==> config.mk <==
export PLATFORM = sky130hd
export DESIGN_NAME = buf_spi_data_port
export DESIGN_NICKNAME = d
export VERILOG_FILES = /design/src/rtl/buf_spi_pkg.sv /design/src/rtl/buf_spi_sync.sv /design/src/rtl/buf_spi_fifo.sv /design/src/rtl/buf_spi_framer.sv /design/src/rtl/buf_spi_irq.sv /design/src/rtl/buf_spi_data_port.sv
export SDC_FILE = /design/constraint.sdc
export NUM_CORES = 1
export LEC_CHECK = 0
export ABC_AREA = 1
export CAP_MARGIN = 30
export CORE_UTILIZATION = 40
export CTS_CLUSTER_DIAMETER = 40
export DETAILED_ROUTE_END_ITERATION = 8
export RECOVER_POWER = 25
export SKIP_CTS_REPAIR_TIMING = 1
export SLEW_MARGIN = 20
export SYNTH_ARGS = -nofsm -noshare
export SYNTH_HDL_FRONTEND = slang
export SYNTH_SLANG_ARGS = --single-unit
export TNS_END_PERCENT = 1
==> constraint.sdc <==
create_clock -name clk -period 2.44 [get_ports clk]
set_input_delay 0.366 -clock clk [delete_from_list [all_inputs] [get_ports clk]]
set_output_delay 0.366 -clock clk [all_outputs]
set_load 0.02 [all_outputs]
==> src/rtl/buf_spi_pkg.sv <==
package buf_spi_pkg;

    typedef enum logic [1:0] {
        FR_IDLE   = 2'd0,
        FR_SHIFT  = 2'd1,
        FR_FULL   = 2'd2,
        FR_COMMIT = 2'd3
    } frame_state_t;

    typedef enum logic [1:0] {
        L0_OFF       = 2'd0,
        L0_NOT_EMPTY = 2'd1,
        L0_WR_PULSE  = 2'd2,
        L0_EMPTY     = 2'd3
    } line0_src_t;

    typedef enum logic [1:0] {
        L1_OFF       = 2'd0,
        L1_FULL      = 2'd1,
        L1_FULL_EDGE = 2'd2,
        L1_OVERFLOW  = 2'd3
    } line1_src_t;

endpackage

==> src/rtl/buf_spi_sync.sv <==
module buf_spi_sync #(
    parameter int             W       = 4,
    parameter int             STAGES  = 2,
    parameter logic [W-1:0]   RST_VAL = '0
) (
    input  logic         clk,
    input  logic         rst_n,
    input  logic [W-1:0] din,
    output logic [W-1:0] dout
);

    logic [W-1:0] stg_q [STAGES];

    generate
        for (genvar s = 0; s < STAGES; s++) begin : g_stage
            if (s == 0) begin : g_first
                always_ff @(posedge clk or negedge rst_n) begin
                    if (!rst_n) stg_q[s] <= RST_VAL;
                    else        stg_q[s] <= din;
                end
            end else begin : g_next
                always_ff @(posedge clk or negedge rst_n) begin
                    if (!rst_n) stg_q[s] <= RST_VAL;
                    else        stg_q[s] <= stg_q[s-1];
                end
            end
        end
    endgenerate

    assign dout = stg_q[STAGES-1];

endmodule

==> src/rtl/buf_spi_fifo.sv <==
module buf_spi_fifo #(
    parameter int DATA_W = 8,
    parameter int DEPTH  = 16,
    localparam int AW    = (DEPTH > 1) ? $clog2(DEPTH) : 1,
    localparam int CW    = $clog2(DEPTH + 1)
) (
    input  logic              clk,
    input  logic              rst_n,
    input  logic              push,
    input  logic [DATA_W-1:0] din,
    input  logic              pop,
    output logic [DATA_W-1:0] head,
    output logic [CW-1:0]     count,
    output logic              empty,
    output logic              full
);

    logic [DATA_W-1:0] mem_q [DEPTH];
    logic [AW-1:0]     wr_ptr_q, rd_ptr_q;
    logic [CW-1:0]     count_q;

    assign empty = (count_q == '0);
    assign full  = (count_q == CW'(DEPTH));
    assign count = count_q;
    assign head  = mem_q[rd_ptr_q];

    function automatic logic [AW-1:0] wrap_inc(input logic [AW-1:0] p);
        return (p == AW'(DEPTH - 1)) ? '0 : p + AW'(1);
    endfunction

    always_ff @(posedge clk) begin
        if (push) mem_q[wr_ptr_q] <= din;
    end

    always_ff @(posedge clk or negedge rst_n) begin
        if (!rst_n) begin
            wr_ptr_q <= '0;
            rd_ptr_q <= '0;
            count_q  <= '0;
        end else begin
            if (push) wr_ptr_q <= wrap_inc(wr_ptr_q);
            if (pop)  rd_ptr_q <= wrap_inc(rd_ptr_q);
            unique case ({push, pop})
                2'b10:   count_q <= count_q + CW'(1);
                2'b01:   count_q <= count_q - CW'(1);
                default: count_q <= count_q;
            endcase
        end
    end

endmodule

==> src/rtl/buf_spi_framer.sv <==
module buf_spi_framer
    import buf_spi_pkg::*;
#(
    parameter int  BYTE_W = 8,
    localparam int BCW    = $clog2(BYTE_W)
) (
    input  logic              clk,
    input  logic              rst_n,
    input  logic              sel_act,
    input  logic              sck_s,
    input  logic              mosi_s,
    input  logic              rd_mode,
    input  logic [BYTE_W-1:0] head,
    input  logic              head_empty,
    output logic              miso_o,
    output logic              miso_oe_o,
    output logic              commit_o,
    output logic              commit_rd_o,
    output logic              commit_empty_o,
    output logic [BYTE_W-1:0] byte_o
);

    frame_state_t      state_q, state_d;
    logic [BCW-1:0]    bit_cnt_q;
    logic [BYTE_W-1:0] in_sh_q, out_sh_q;
    logic              sck_prev_q, mode_q, empty_q;
    logic              sck_rise, sck_fall;

    assign sck_rise = sck_s  & ~sck_prev_q;
    assign sck_fall = ~sck_s &  sck_prev_q;

    // state register
    always_ff @(posedge clk or negedge rst_n) begin
        if (!rst_n) state_q <= FR_IDLE;
        else        state_q <= state_d;
    end

    // next-state
    always_comb begin
        state_d = state_q;
        unique case (state_q)
            FR_IDLE:   if (sel_act) state_d = FR_SHIFT;
            FR_SHIFT: begin
                if (!sel_act)
                    state_d = FR_IDLE;
                else if (sck_rise && bit_cnt_q == BCW'(BYTE_W - 1))
                    state_d = FR_FULL;
            end
            FR_FULL:   if (!sel_act) state_d = FR_COMMIT;
            FR_COMMIT: state_d = FR_IDLE;
        endcase
    end

    // shifters and frame context
    always_ff @(posedge clk or negedge rst_n) begin
        if (!rst_n) begin
            sck_prev_q <= 1'b0;
            bit_cnt_q  <= '0;
            in_sh_q    <= '0;
            out_sh_q   <= '0;
            mode_q     <= 1'b0;
            empty_q    <= 1'b0;
        end else begin
            sck_prev_q <= sck_s;
            unique case (state_q)
                FR_IDLE: begin
                    if (sel_act) begin
                        bit_cnt_q <= '0;
                        in_sh_q   <= '0;
                        mode_q    <= rd_mode;
                        empty_q   <= rd_mode & head_empty;
                        out_sh_q  <= (rd_mode && !head_empty) ? head : '0;
                    end
                end
                FR_SHIFT: begin
                    if (sck_rise) begin
                        in_sh_q   <= {in_sh_q[BYTE_W-2:0], mosi_s};
                        bit_cnt_q <= bit_cnt_q + BCW'(1);
                    end
                    if (sck_fall)
                        out_sh_q <= {out_sh_q[BYTE_W-2:0], 1'b0};
                end
                FR_FULL, FR_COMMIT: begin
                end
            endcase
        end
    end

    // outputs
    always_comb begin
        miso_o         = out_sh_q[BYTE_W-1];
        byte_o         = in_sh_q;
        commit_rd_o    = mode_q;
        commit_empty_o = empty_q;
        miso_oe_o      = 1'b0;
        commit_o       = 1'b0;
        unique case (state_q)
            FR_IDLE:   ;
            FR_SHIFT:  miso_oe_o = 1'b1;
            FR_FULL:   miso_oe_o = 1'b1;
            FR_COMMIT: commit_o  = 1'b1;
        endcase
    end

endmodule

==> src/rtl/buf_spi_irq.sv <==
module buf_spi_irq
    import buf_spi_pkg::*;
(
    input  logic       clk,
    input  logic       rst_n,
    input  logic       map_we,
    input  logic [3:0] map_data,
    input  logic       empty,
    input  logic       full,
    input  logic       wr_evt,
    input  logic       ovf,
    output logic [3:0] map_o,
    output logic       irq0,
    output logic       irq1
);

    logic [3:0] map_q;
    logic       wr_evt_q, full_q;
    line0_src_t src0;
    line1_src_t src1;

    always_ff @(posedge clk or negedge rst_n) begin
        if (!rst_n) begin
            map_q    <= '0;
            wr_evt_q <= 1'b0;
            full_q   <= 1'b0;
        end else begin
            if (map_we) map_q <= map_data;
            wr_evt_q <= wr_evt;
            full_q   <= full;
        end
    end

    assign src0  = line0_src_t'(map_q[1:0]);
    assign src1  = line1_src_t'(map_q[3:2]);
    assign map_o = map_q;

    always_comb begin
        irq0 = 1'b0;
        unique case (src0)
            L0_OFF:       irq0 = 1'b0;
            L0_NOT_EMPTY: irq0 = ~empty;
            L0_WR_PULSE:  irq0 = wr_evt_q;
            L0_EMPTY:     irq0 = empty;
        endcase
    end

    always_comb begin
        irq1 = 1'b0;
        unique case (src1)
            L1_OFF:       irq1 = 1'b0;
            L1_FULL:      irq1 = full;
            L1_FULL_EDGE: irq1 = full & ~full_q;
            L1_OVERFLOW:  irq1 = ovf;
        endcase
    end

endmodule

==> src/rtl/buf_spi_data_port.sv <==
module buf_spi_data_port
    import buf_spi_pkg::*;
#(
    parameter int  DATA_W      = 8,
    parameter int  FIFO_DEPTH  = 16,
    parameter int  SYNC_STAGES = 2,
    localparam int CW          = $clog2(FIFO_DEPTH + 1)
) (
    input  logic              clk,
    input  logic              rst_n,
    input  logic              buffered_en,
    input  logic              rx_mode,
    input  logic              cfg_map_we,
    input  logic [3:0]        cfg_map_data,
    input  logic              nss_cfg,
    input  logic              nss_data,
    input  logic              sck,
    input  logic              mosi,
    output logic              miso,
    output logic              miso_oe,
    input  logic              rx_push,
    input  logic [DATA_W-1:0] rx_data,
    input  logic              tx_pop,
    output logic [DATA_W-1:0] tx_byte,
    output logic              tx_valid,
    output logic              irq0,
    output logic              irq1,
    output logic              ovf_flag,
    output logic              udf_flag
);

    logic [3:0]        pins_s;
    logic              sck_s, mosi_s, nss_data_s, nss_cfg_s, sel_act;
    logic              commit, commit_rd, commit_empty;
    logic              host_wr, host_rd;
    logic [DATA_W-1:0] host_byte, fifo_head, fifo_din;
    logic [CW-1:0]     fifo_count;
    logic              fifo_empty, fifo_full;
    logic              push_req, pop_req, push_ok, pop_ok;
    logic              ovf_q, udf_q;
    logic [3:0]        irq_map;

    buf_spi_sync #(
        .W       (4),
        .STAGES  (SYNC_STAGES),
        .RST_VAL (4'b1100)
    ) u_sync (
        .clk   (clk),
        .rst_n (rst_n),
        .din   ({nss_cfg, nss_data, mosi, sck}),
        .dout  (pins_s)
    );

    assign {nss_cfg_s, nss_data_s, mosi_s, sck_s} = pins_s;
    assign sel_act = buffered_en & ~nss_data_s & nss_cfg_s;

    buf_spi_framer #(.BYTE_W(DATA_W)) u_framer (
        .clk            (clk),
        .rst_n          (rst_n),
        .sel_act        (sel_act),
        .sck_s          (sck_s),
        .mosi_s         (mosi_s),
        .rd_mode        (rx_mode),
        .head           (fifo_head),
        .head_empty     (fifo_empty),
        .miso_o         (miso),
        .miso_oe_o      (miso_oe),
        .commit_o       (commit),
        .commit_rd_o    (commit_rd),
        .commit_empty_o (commit_empty),
        .byte_o         (host_byte)
    );

    assign host_wr  = commit & ~commit_rd;
    assign host_rd  = commit &  commit_rd;

    assign push_req = host_wr | (rx_mode & rx_push);
    assign pop_req  = (host_rd & ~commit_empty) | (~rx_mode & tx_pop);
    assign fifo_din = host_wr ? host_byte : rx_data;
    assign pop_ok   = pop_req & ~fifo_empty;
    assign push_ok  = push_req & (~fifo_full | pop_ok);

    buf_spi_fifo #(.DATA_W(DATA_W), .DEPTH(FIFO_DEPTH)) u_fifo (
        .clk   (clk),
        .rst_n (rst_n),
        .push  (push_ok),
        .din   (fifo_din),
        .pop   (pop_ok),
        .head  (fifo_head),
        .count (fifo_count),
        .empty (fifo_empty),
        .full  (fifo_full)
    );

    always_ff @(posedge clk or negedge rst_n) begin
        if (!rst_n) begin
            ovf_q <= 1'b0;
            udf_q <= 1'b0;
        end else begin
            if (push_req && !push_ok)     ovf_q <= 1'b1;
            if (host_rd && commit_empty)  udf_q <= 1'b1;
        end
    end

    assign ovf_flag = ovf_q;
    assign udf_flag = udf_q;
    assign tx_byte  = fifo_head;
    assign tx_valid = ~fifo_empty;

    buf_spi_irq u_irq (
        .clk      (clk),
        .rst_n    (rst_n),
        .map_we   (cfg_map_we),
        .map_data (cfg_map_data),
        .empty    (fifo_empty),
        .full     (fifo_full),
        .wr_evt   (push_ok),
        .ovf      (ovf_q),
        .map_o    (irq_map),
        .irq0     (irq0),
        .irq1     (irq1)
    );

endmodule

## Word-level counts from Yosys, hierarchy flattened

Memories as Yosys holds them, arrays and structs flattened.
Index checks and enable logic that the tools add are counted.

| storage, ports and cells | value |
|---|---|
| logic and storage cells | 110 |
| ROM bits | 0 |
| RAM bits | 128 |
| output and inout bits | 15 |
| memories | 1 |
| bits in latches | 0 |
| bits in registers | 53 |
| input port bits | 23 |

| operators by class | value |
|---|---|
| $lt $le $gt $ge | 0 |
| mux-type cells | 25 |
| shift-type cells | 0 |
| bitwise logic cells | 25 |
| equality and inequality tests | 20 |
| divide/modulo/power cells | 0 |
| reductions and logical operators | 17 |
| multipliers | 0 |
| add/subtract/negate cells | 5 |

Memories:

| memory | words | width | read ports | clocked after Yosys merged registers in | write ports | RTL line | source |
|---|---|---|---|---|---|---|---|
| u_fifo.mem_q | 16 | 8 | 1 | 0 | 1 | buf_spi_fifo.sv:18 | `logic [DATA_W-1:0] mem_q [DEPTH];` |

Operators by type and width:

| operator | count |
|---|---|
| $mux W8 | 6 |
| $pmux W8 S2 | 2 |
| $eq A2 B2 Y1 const B | 7 |
| $and A1 B1 Y1 | 13 |
| $pmux W5 S2 | 1 |
| $not A1 Y1 | 9 |
| $reduce_and A3 Y1 | 3 |
| $add A4 B1 Y4 const B | 2 |
| $eq A2 B1 Y1 const B | 4 |
| $eq A4 B4 Y1 const B | 2 |
| $mux W2 | 4 |
| $mux W4 | 2 |
| $pmux W1 S4 | 2 |
| $pmux W2 S4 | 1 |
| $logic_not A2 Y1 | 3 |
| $mux W3 | 2 |
| $ne A2 B1 Y1 const B | 3 |
| $pmux W3 S2 | 1 |
| $add A5 B1 Y5 const B | 1 |
| $eq A5 B5 Y1 const B | 1 |
| $logic_not A5 Y1 | 1 |
| $sub A5 B1 Y5 const B | 1 |
| $logic_and A1 B1 Y1 | 4 |
| $mux W1 | 4 |
| 9 further kinds | 13 |

## Longest topological paths before layout

Gate-level depths: netlist of the first run.

| logic depth | value |
|---|---|
| depth in word-level cells | 10 |
| depth in mapped cells | 18 |
| gate-level depth less buffers | 17 |

## Cells and area by module

From an unflattened synthesis of the first run, not the netlist that was laid out.

| second synthesis, totals | value |
|---|---|
| cell total of the unflattened synthesis | 790 |
| area, all modules | 8000.2 µm² |

By module, submodules not included:

| module | times used | cells an instance | area an instance (µm²) | seq. area each (µm²) |
|---|---|---|---|---|
| buf_spi_fifo | 1 | 553 | 6024.5 | 4169.0 |
| buf_spi_framer | 1 | 149 | 1233.7 | 600.6 |
| buf_spi_data_port | 1 | 46 | 254.0 | 50.0 |
| buf_spi_irq | 1 | 30 | 252.7 | 150.1 |
| buf_spi_sync | 1 | 12 | 235.2 | 205.2 |

## Worst setup path after synthesis of the first run

Ideal clock, no wire load.

| timing | value |
|---|---|
| path kind | reg-to-reg |
| start | reg u_framer.state_q[0] |
| end | reg u_fifo.count_q[4] (netlist: u_fifo.count[4]) |
| period minus slack after synthesis | 2.449 ns |
| setup slack | -0.009 ns |
| data required time | 2.375 ns |
| cell stages (with the launch flop) | 19 |
| library setup time | 0.065 ns |
| path buffers | 1 |
| data arrival time | 2.384 ns |
| path through | dfrtp_1 ha_1 inv_1 nor2_1 inv_1 nand2_1 o21ai_2 buf_2 ha_1 inv_1 fa_1 inv_1 nand2_1 nand2_1 nand2_1 a21o_1 nand2_1 nand2_1 nand2_1 |

| between the ends | value |
|---|---|
| word-level cells in the longest chain between the ends | 10 |

Ends and longest elaborated chain:

| what | RTL line | source |
|---|---|---|
| from (decl) | buf_spi_framer.sv:23 | `frame_state_t state_q, state_d;` |
| from (signal assigned) | buf_spi_framer.sv:35 | `else state_q <= state_d;` |
| $eq A2 B2 Y1 (*) | buf_spi_framer.sv:97 | `unique case (state_q)` |
| $mux W1 (*) | buf_spi_framer.sv:97 |  |
| $and A1 B1 Y1 | buf_spi_data_port.sv:75 | `assign host_rd = commit & commit_rd;` |
| $and A1 B1 Y1 | buf_spi_data_port.sv:78 | `assign pop_req = (host_rd & ~commit_empty) \| (~rx_mode & tx_pop);` |
| $or A1 B1 Y1 | buf_spi_data_port.sv:78 |  |
| $and A1 B1 Y1 | buf_spi_data_port.sv:80 | `assign pop_ok = pop_req & ~fifo_empty;` |
| $or A1 B1 Y1 | buf_spi_data_port.sv:81 | `assign push_ok = push_req & (~fifo_full \| pop_ok);` |
| $and A1 B1 Y1 | buf_spi_data_port.sv:81 |  |
| $eq A2 B1 Y1 / $eq A2 B2 Y1 (equally long branches) | buf_spi_fifo.sv:43 | `unique case ({push, pop})` |
| $pmux W5 S2 / $reduce_bool A2 Y1 (equally long branches) | n/a |  |
| to (signal assigned) | buf_spi_fifo.sv:44 | `2'b10: count_q <= count_q + CW'(1);` |
| to (signal assigned) | buf_spi_fifo.sv:45 | `2'b01: count_q <= count_q - CW'(1);` |
| to (signal assigned) | buf_spi_fifo.sv:46 | `default: count_q <= count_q;` |
| to (decl) | buf_spi_fifo.sv:20 | `logic [CW-1:0] count_q;` |

Mark *: on every way between the ends. The rest lies on a longest branch, timed or not.
A chain may end at the register's enable or synchronous reset.

## Worst setup path in the final report of the first run

| timing | value |
|---|---|
| start | reg u_fifo.rd_ptr_q[0] |
| end | out tx_byte[5] |

| between the ends | value |
|---|---|
| word-level cells in the longest chain between the ends | 1 |

Ends and longest elaborated chain:

| what | RTL line | source |
|---|---|---|
| from (decl) | buf_spi_fifo.sv:19 | `logic [AW-1:0] wr_ptr_q, rd_ptr_q;` |
| from (signal assigned) | buf_spi_fifo.sv:42 | `if (pop) rd_ptr_q <= wrap_inc(rd_ptr_q);` |
| $mem_v2 Z16 W8 | n/a |  |
| to (decl) | buf_spi_data_port.sv:24 | `output logic [DATA_W-1:0] tx_byte,` |

No other way between the ends.

==> impl_metrics.yaml, run 1 <==
run_status:
  status: "complete, no violations"
power:
  cellPowerDensity_nw_per_um2: 1110
  p_leak_nw: 4.18
  power.total_mw: 10.6
  irDropWorstVdd_mv: 0.566
clocking:
  root_buffer: "clkbuf_16"
  cts_sinks: 181
  clock_path_buffers: 2
  clk_latency_ns: 0.43
  path_clk_slew_ns: 0.07
  cts_tree: "yes"
  htree_levels: 4
  cts_made_buffers: 17
cells_and_area:
  insertedDiodeCount: 0
  drive_gt1_share_pct: 11.6
  syn_to_final_growth_pct: 18.5
  num-fill-cells: 1819
  nNetsFinal: 929
worst_setup_path:
  r2r-end: "u_fifo.mem_q[15][5]"
  setup.worst_path.start_class: "flip-flop"
  slowest_stage: "dfrtp_2"
  crit_path_end_kind: "output port"
  r2r-start: "u_framer.state_q[0]"
  path_class: "flip-flop to output port"
  reg2reg_depth: 7
  crit_start: "u_fifo.rd_ptr_q[0]"
  reg2reg_slack_ns: 0.15
  path_depth: 9
  cp_max_fo: 34
  path_cells: "inv_2 -> buf_12 -> nand2_1 -> nand3_1 -> nand2_1 -> nor2_1 -> nand2_1 -> nand2_2 -> dlymetal6s2s_1"
  critPathBufInv: 3
  cpMostUsedCell: "nand2_1"
  cp_top_family: "simple AND/OR/NAND/NOR gates"
  slowest_delay_ns: 0.45
  crit_required_ns: 2.07
  crit_arrival_ns: 2.00
  crit_path_end: "tx_byte[5]"
min_path:
  hp-class: "input pin to async pin"
timing:
  layout_setup_ws_ns: 0.0769
  rsz0062_at_grt: "yes"
  skew_ns: 0.0122
  finalSetupTns_ns: 0
  fmax_mhz: 423
  slew_viol_final: 0
  worst_pin_slew_ns: 1.39
  hold_viol_final: 0
  finalSetupViolCount: 0
  fin_crit_ns: 2.36
  post-route-period-util_pct: 96.8
  slew_headroom_pct: 7.64
synth:
  yosysWarnings: 0
  synth_seq_area_share_pct: 64.1
  synth_top_area_share_pct: 47.6
  synthCells: 815
  syn_nets: 854
  synth_cell_types: 33
  netlist_top_cells_area: "edfxtp_1 48%, dfrtp_1 15%, nand2_1 13%"
  syn_avg_cell_area_um2: 9.90
  synth-seq-cells: 181
  yosysTopAreaCell: "edfxtp_1"
  synth_area_um2: 8070
routing:
  wl_per_cell_um: 14.6
  dr_wl_met3_um: 827
  first_iter_violations: 366
  drt-met1-wl_um: 7870
  maxUsedRoutingLayer: "met4"
  num_vias: 5437
  drc: 0
  wl_met2_um: 8060
  dr.pass1.iters: 5
  wl_um: 17100
  drt.antenna.violating_nets: 0
  vias_per_cell: 4.65
global_routing:
  grt_first_pass_wirelength_um: 26600
  grt_max_degree: 54
  grt_usage_pct: 17.5
  grt_pass1_vias: 5105
  antenna_found_initial: 0
  overflow: 0
floorplanning:
  initial_core_util_pct: 41.2
  die_y_um: 144
  placementRows: 51
  num_io_pins: 38
  core_area_um2: 19600
  fp.dieW_um: 144
  die_area_um2: 20700
flow_run:
  maxCapViolations: 0
place:
  gp_congestion: 0.834
  dpl.hpwl_um: 11400
  dp_slack_ns: -0.0698
  port_buffers: 37
area by class of cell:
type	instances	area, um2	area share [%]
Clock inverter	15	169	1.77
Multi-Input combinational cell	509	2360	24.7
Timing Repair Buffer	83	733	7.67
Sequential cell	181	5180	54.1
Clock buffer	17	425	4.45
Tap cell	265	332	3.47
Inverter	98	368	3.85
flip-flops by register name, summed over array words and instances (netlist names), 3 cells and up, named ones only:
name / count
u_sync.dout: 4
u_fifo.count: 5
u_sync.stg_q: 4
u_framer.bit_cnt_q: 3
u_framer.byte_o: 8
u_fifo.wr_ptr_q: 4
u_irq.map_o: 4
u_fifo.rd_ptr_q: 4
u_fifo.mem_q: 128
u_framer.out_sh_q: 8
logic make-up (layout without fill, tap and decap cells):
logic type                 after synthesis  in the layout  synth area share [%]
and+or+nand+nor                        433            433                  22.0
DFF                                    181            181                  64.1
buffers and inverters                  125            213                  6.75
AOI/OAI and AO/OA                       53             53                  3.74
adders and majority gates               16             16                  2.57
xor gates and xnor gates                 5              5                 0.543
muxes                                    2              2                 0.279
how the worst min path moves through the flow:
stage | from | end | slack, ns | depth (start not counted)
6_report | rst_n | u_framer.out_sh_q[7] | 0.31 | 2
4_1_cts | rst_n | u_framer.out_sh_q[7] | 0.08 | 2
2_1_floorplan | rst_n | async pin | 0.07 | 0
3_5_place_dp | u_sync.stg_q[4] | u_sync.dout[0] | 0.34 | 0
5_1_grt | u_sync.stg_q[6] | u_sync.dout[2] | 0.37 | 0
3_3_place_gp | u_sync.stg_q[4] | u_sync.dout[0] | 0.33 | 0
cell usage after synthesis:
cell type / instances
nand2_1: 271
edfxtp_1: 128
inv_1: 93
nor2_1: 66
nand3_1: 64
dfrtp_1: 49
o21ai_0: 24
ha_1: 15
nor3_1: 15
a21oi_1: 13
buf_4: 10
o22ai_1: 9
nand2_2: 8
buf_2: 6
clkbuf_1: 6
buf_6: 4
dfstp_2: 4
inv_2: 4
nand4_1: 4
nor2_2: 3
xor2_1: 3
mux2_2: 2
o21ai_1: 2
o21ai_2: 2
xnor2_1: 2
a21o_1: 1
a31o_2: 1
buf_1: 1
clkinv_1: 1
fa_1: 1
nand3b_1: 1
nor2_4: 1
o21ai_4: 1
metal layers:
metal | vias to the layer above | global-route usage (%)
li1 | 2788 | -
met1 | 2506 | 23.1
met2 | 122 | 28.7
met3 | 21 | 3.58
met4 | 0 | 6.10
met5 | - | 0
power by group:
part	switching [mW]	leakage (nW)	internal (mW)
Sequential	0.222	1.82	3.68
Clock	1.22	0.284	1.54
Combinational	2.59	2.08	1.38
Total	4.03	4.18	6.60
cells in the final DEF (no fill, tap or decap), types with 9 or more instances in the layout:
cell type          n
ha_1              13
inv_1             93
clkbuf_16         17
nand3_1           64
o22ai_1            9
o21ai_1            9
clkdlybuf4s50_1   21
dfrtp_1           48
nor3_1            15
buf_4             38
a21oi_1           13
edfxtp_1         128
nor2_1            67
nand2_1          271
o21ai_0           17
per-stage QoR:
| step | cell area (um2) | hold WS, ns | util [%] | std cells |
|---|---|---|---|---|
| final | 9560 | 0.309 | 48.8 | 1168 |
| after global routing | 9560 | 0.366 | 48.8 | 1168 |
| after CTS | 9560 | 0.0770 | 48.8 | 1168 |
| after detailed placement | 8960 | 0.344 | 45.7 | 1136 |
| after global placement | 8960 | 0.333 | 45.7 | 1136 |
| after floorplan | 8070 | 0.0704 | - | 815 |
Note: power is estimated with default switching activity, not from simulation.
==> run 2, diff against run 1 <==
- ABC_CLOCK_PERIOD_IN_PS: unset -> 2440
- REMOVE_ABC_BUFFERS: unset -> 1
==> run 2 against run 1 <==
Net effect:
- clock-buffer cell count grew 4
- non-clock buffer count grew 2
- maximum frequency shrank 8.8%
- setup slack lost 0.23 ns
- critical endpoint is now tx_byte[1]
- cell count grew 0.17%
- the flow now finishes with violations (max-capacitance violations, max-slew violations, negative setup slack)
==> impl_metrics.yaml, run 2 (synthesis results as in run 1) <==
run_status:
  status: "finished with violations"
  violations: "max-capacitance violations, max-slew violations, negative setup slack"
global_routing:
  grt_pass1_vias: 5221
  grt_first_pass_wirelength_um: 27900
  grt_max_degree: 31
  overflow: 0
  antenna_found_initial: 0
  grt_usage_pct: 18.3
floorplanning:
  die_area_um2: 20700
  placementRows: 51
  die_y_um: 144
  initial_core_util_pct: 41.2
  core_area_um2: 19600
  num_io_pins: 38
  fp.dieW_um: 144
worst_setup_path:
  slowest_delay_ns: 0.60
  path_cells: "inv_2 -> buf_6 -> nand2_1 -> nand3_1 -> nand2_1 -> nor2_1 -> nand2_1 -> nand2_2 -> clkdlybuf4s50_1"
  reg2reg_depth: 8
  crit_required_ns: 2.07
  slowest_stage: "clkdlybuf4s50_1"
  crit_arrival_ns: 2.23
  crit_path_end_kind: "output port"
  cp_max_fo: 18
  r2r-start: "u_framer.state_q[0]"
  reg2reg_slack_ns: -0.03
  r2r-end: "u_fifo.mem_q[2][1]"
  cpMostUsedCell: "nand2_1"
  setup.worst_path.start_class: "flip-flop"
  path_class: "flip-flop to output port"
power:
  irDropWorstVdd_mv: 0.476
  p_leak_nw: 4.18
  cellPowerDensity_nw_per_um2: 1100
  power.total_mw: 10.5
cells_and_area:
  final_common_cell: "nand2_1"
  finalInstanceArea_um2: 9550
  top_register: "u_fifo.mem_q"
  syn_to_final_growth_pct: 18.4
  final_cell_count_no_fill: 1170
  insertedDiodeCount: 0
  nNetsFinal: 931
  largest_register_ffs: 128
  drive_gt1_share_pct: 11.3
  layout_common_cells: "271 x nand2_1, 128 x edfxtp_1, 93 x inv_1"
place:
  gp_congestion: 0.790
  port_buffers: 37
  dpl.hpwl_um: 11800
  dp_cells: 1138
  post_dp_cell_area_um2: 8960
clocking:
  path_clk_slew_ns: 0.07
  root_buffer: "clkbuf_16"
  cts_sinks: 181
  cts_tree: "yes"
  clock_path_buffers: 2
  htree_levels: 4
  clk_latency_ns: 0.43
  cts_made_buffers: 17
routing:
  wl_um: 17700
  dr.pass1.iters: 5
  vias_per_cell: 4.65
  wl_per_cell_um: 15.2
  first_iter_violations: 347
  drc: 0
  drt.antenna.violating_nets: 0
  num_vias: 5445
timing:
  finalHoldWorstSlack_ns: 0.315
  finalSetupViolCount: 17
  fmax_mhz: 386
  slew_headroom_pct: -5.41
  slew_viol_final: 30
  post-route-period-util_pct: 106
  finalSetupTns_ns: -0.413
  skew_ns: 0.0133
  rsz0062_at_grt: "yes"
  layout_setup_ws_ns: -0.151
  worst_pin_slew_ns: 1.58
  hold_viol_final: 0
  fin_crit_ns: 2.59
min_path:
  hp-class: "input pin to async pin"
flow_run:
  maxCapViolations: 1
run 2: cell count changes in the layout (fill, tap and decap cells not counted), moves of 2 or more:
| cell | before | now |
|---|---|---|
| buf_4 | 38 | 36 |
| buf_6 | 1 | 4 |
| bufinv_16 | 2 | 0 |
| clkbuf_1 | 3 | 9 |
| clkbuf_2 | 4 | 1 |
run 2: stage by stage:
step / utilization, % / worst slack, ns
floorplan: - / -0.664
global placement: 45.7 / -0.0149
detailed placement: 45.7 / -0.0677
CTS: 48.6 / -0.296
global route: 48.8 / -0.298
finish: 48.8 / -0.151
run 2: routing by layer:
layer  part of all wire [%]  GRT usage (%)
met2                     49           30.0
met1                     46           24.2
met4                    1.7           6.55
met3                    3.5           3.54
met5                      0              0
run 2: area by class of cell:
type	count	area, um2
fill	1806	10000
sequential	181	5180
multi-input combinational	509	2360
timing repair buffer	85	749
clock buffer	21	472
inverter	98	368
tap	265	332
clock inverter	11	91.3
run 2: worst max-delay path by stage:
stage,from,endpoint,slack (ns),depth (start not counted)
4_1_cts,u_fifo.rd_ptr_q[0],tx_byte[3],-0.30,9
2_1_floorplan,u_fifo.rd_ptr_q[0],tx_byte[6],-0.66,7
5_1_grt,u_fifo.rd_ptr_q[0],tx_byte[1],-0.30,9
3_3_place_gp,tx_pop,u_fifo.count[4],-0.01,17
6_report,u_fifo.rd_ptr_q[0],tx_byte[1],-0.15,9
3_5_place_dp,tx_pop,u_fifo.count[4],-0.07,17
run 2: where the power goes:
group,internal [mW],switching (mW)
Combinational,1.40,2.60
Clock,1.41,1.19
Sequential,3.68,0.226
Total,6.50,4.01
run 2: worst max-delay path, delay by kind of cell (launching register included):
kind | cells | cell delay (ns)
simple gates | 6 | 0.44
buf+inv | 3 | 0.91
flops | 1 | 0.45
==> run 3, diff against run 2 <==
- CELL_PAD_IN_SITES_DETAIL_PLACEMENT: unset -> 2
- CELL_PAD_IN_SITES_GLOBAL_PLACEMENT: unset -> 2
- CORE_UTILIZATION: 40 -> 35
- PLACE_DENSITY_LB_ADDON: unset -> 0.1
==> run 3 against run 2 <==
Net effect:
- the run now ends clean
- global-route usage up 2.7 points
- sequential share of layout area down 0.53 points
- first-iteration DRC count down 27%
- sequential power about the same
- combinational power up 7.5%
- critical path type is now flip-flop to flip-flop
- largest cell class unchanged
- largest power group unchanged
==> impl_metrics.yaml, run 3 (synthesis results as in run 1) <==
run_status:
  status: "complete, no violations"
place:
  gp_congestion: 0.733
  dp_slack_ns: -0.289
  dpl.hpwl_um: 16200
  post_dp_cell_area_um2: 8990
  port_buffers: 37
  dp_cells: 1155
clocking:
  path_clk_slew_ns: 0.08
  clock_path_buffers: 2
  root_buffer: "clkbuf_16"
  cts_sinks: 181
  clk_latency_ns: 0.45
  htree_levels: 4
  cts_made_buffers: 17
  cts_tree: "yes"
global_routing:
  antenna_found_initial: 0
  grt_first_pass_wirelength_um: 37100
  grt_max_degree: 54
  grt_usage_pct: 21.0
  overflow: 0
  grt_pass1_vias: 6605
cells_and_area:
  layout_common_cells: "270 x nand2_1, 128 x edfxtp_1, 92 x inv_1"
  nNetsFinal: 930
  top_register: "u_fifo.mem_q"
  insertedDiodeCount: 0
  finalInstanceArea_um2: 9650
  fin_util_pct: 42.6
  syn_to_final_growth_pct: 19.6
  final_cell_count_no_fill: 1189
  largest_register_ffs: 128
  drive_gt1_share_pct: 13.2
  final_common_cell: "nand2_1"
power:
  cellPowerDensity_nw_per_um2: 1150
  p_leak_nw: 4.18
  power.total_mw: 11.1
  irDropWorstVdd_mv: 0.471
timing:
  worst_pin_slew_ns: 1.40
  finalSetupViolCount: 0
  fmax_mhz: 415
  slew_viol_final: 0
  slew_headroom_pct: 6.80
  rsz0062_at_grt: "yes"
  hold_viol_final: 0
  finalSetupTns_ns: 0
  finalHoldWorstSlack_ns: 0.307
  layout_setup_ws_ns: 0.0321
  fin_crit_ns: 2.41
  post-route-period-util_pct: 98.7
  skew_ns: 0.0150
routing:
  drt.antenna.violating_nets: 0
  wl_um: 23100
  num_vias: 5913
  wl_per_cell_um: 19.4
  vias_per_cell: 4.97
  dr.pass1.iters: 7
  drc: 0
  first_iter_violations: 253
worst_setup_path:
  setup.worst_path.start_class: "flip-flop"
  crit_arrival_ns: 2.79
  cp_max_fo: 5
  path_class: "flip-flop to flip-flop"
  crit_path_end_kind: "flip-flop"
  crit_start: "u_framer.state_q[0]"
  r2r-start: "u_framer.state_q[0]"
  crit_required_ns: 2.83
floorplanning:
  placementRows: 55
  num_io_pins: 38
  initial_core_util_pct: 35.6
  fp.dieW_um: 154
  die_area_um2: 23700
  core_area_um2: 22600
  die_y_um: 154
flow_run:
  maxCapViolations: 0
min_path:
  hp-class: "input pin to async pin"
==> run 3: changes by cell type in the layout (fill, tap and decap cells not counted), moves of 4 or more <==
| cell | previous run | this run |
|---|---|---|
| inv_4 | 0 | 4 |
| dlymetal6s2s_1 | 9 | 4 |
| buf_4 | 36 | 41 |
| clkbuf_2 | 1 | 6 |
| clkbuf_1 | 9 | 1 |
| buf_6 | 4 | 0 |
==> run 3: worst paths after layout <==
path,endpoint,slack [ns],cells past startpoint
setup / recovery,u_fifo.count[4],0.03,16
hold / removal,u_framer.out_sh_q[6],0.31,2
setup reg to reg,u_fifo.count[4],0.03,16
hold reg to reg,u_sync.dout[0],0.36,0
max in group asynchronous,u_fifo.rd_ptr_q[1],1.17,2
min in group clk,u_sync.dout[0],0.36,0
==> run 3: critical path: stages (launching register included) <==
cell and delay [ns]:
dfrtp_2 0.45, ha_4 0.19, nand3_1 0.08, o21ai_0 0.10, buf_4 0.16, o21ai_2 0.15
ha_2 0.20, inv_1 0.05, fa_1 0.37, inv_2 0.08, nand2_2 0.06, nand2_1 0.07
nand2_1 0.09, a21o_1 0.16, nand2_1 0.05, nand2_1 0.05, nand2_1 0.05
==> run 3: final cells by class <==
class	count	area, um2
timing repair buffer	84	748
multi-input combinational	509	2380
clock inverter	11	109
clock buffer	21	504
sequential	181	5180
tap	285	357
inverter	98	375
fill	2410	13000
==> run 3: power breakdown <==
group          leakage (nW)  internal, mW  switching (mW)
registers              1.81          3.69           0.259
logic                  2.07          1.39            2.91
clock network         0.303          1.61            1.26
total                  4.18          6.68            4.42
==> run 3: routing by layer <==
| metal | share of wire, % | track usage [%] | vias to the layer above |
|---|---|---|---|
| li1 | - | - | 2794 |
| met1 | 45 | 26.4 | 3001 |
| met2 | 51 | 36.0 | 87 |
| met3 | 2.6 | 4.28 | 31 |
| met4 | 2.1 | 7.19 | 0 |
| met5 | 0 | 0 | - |
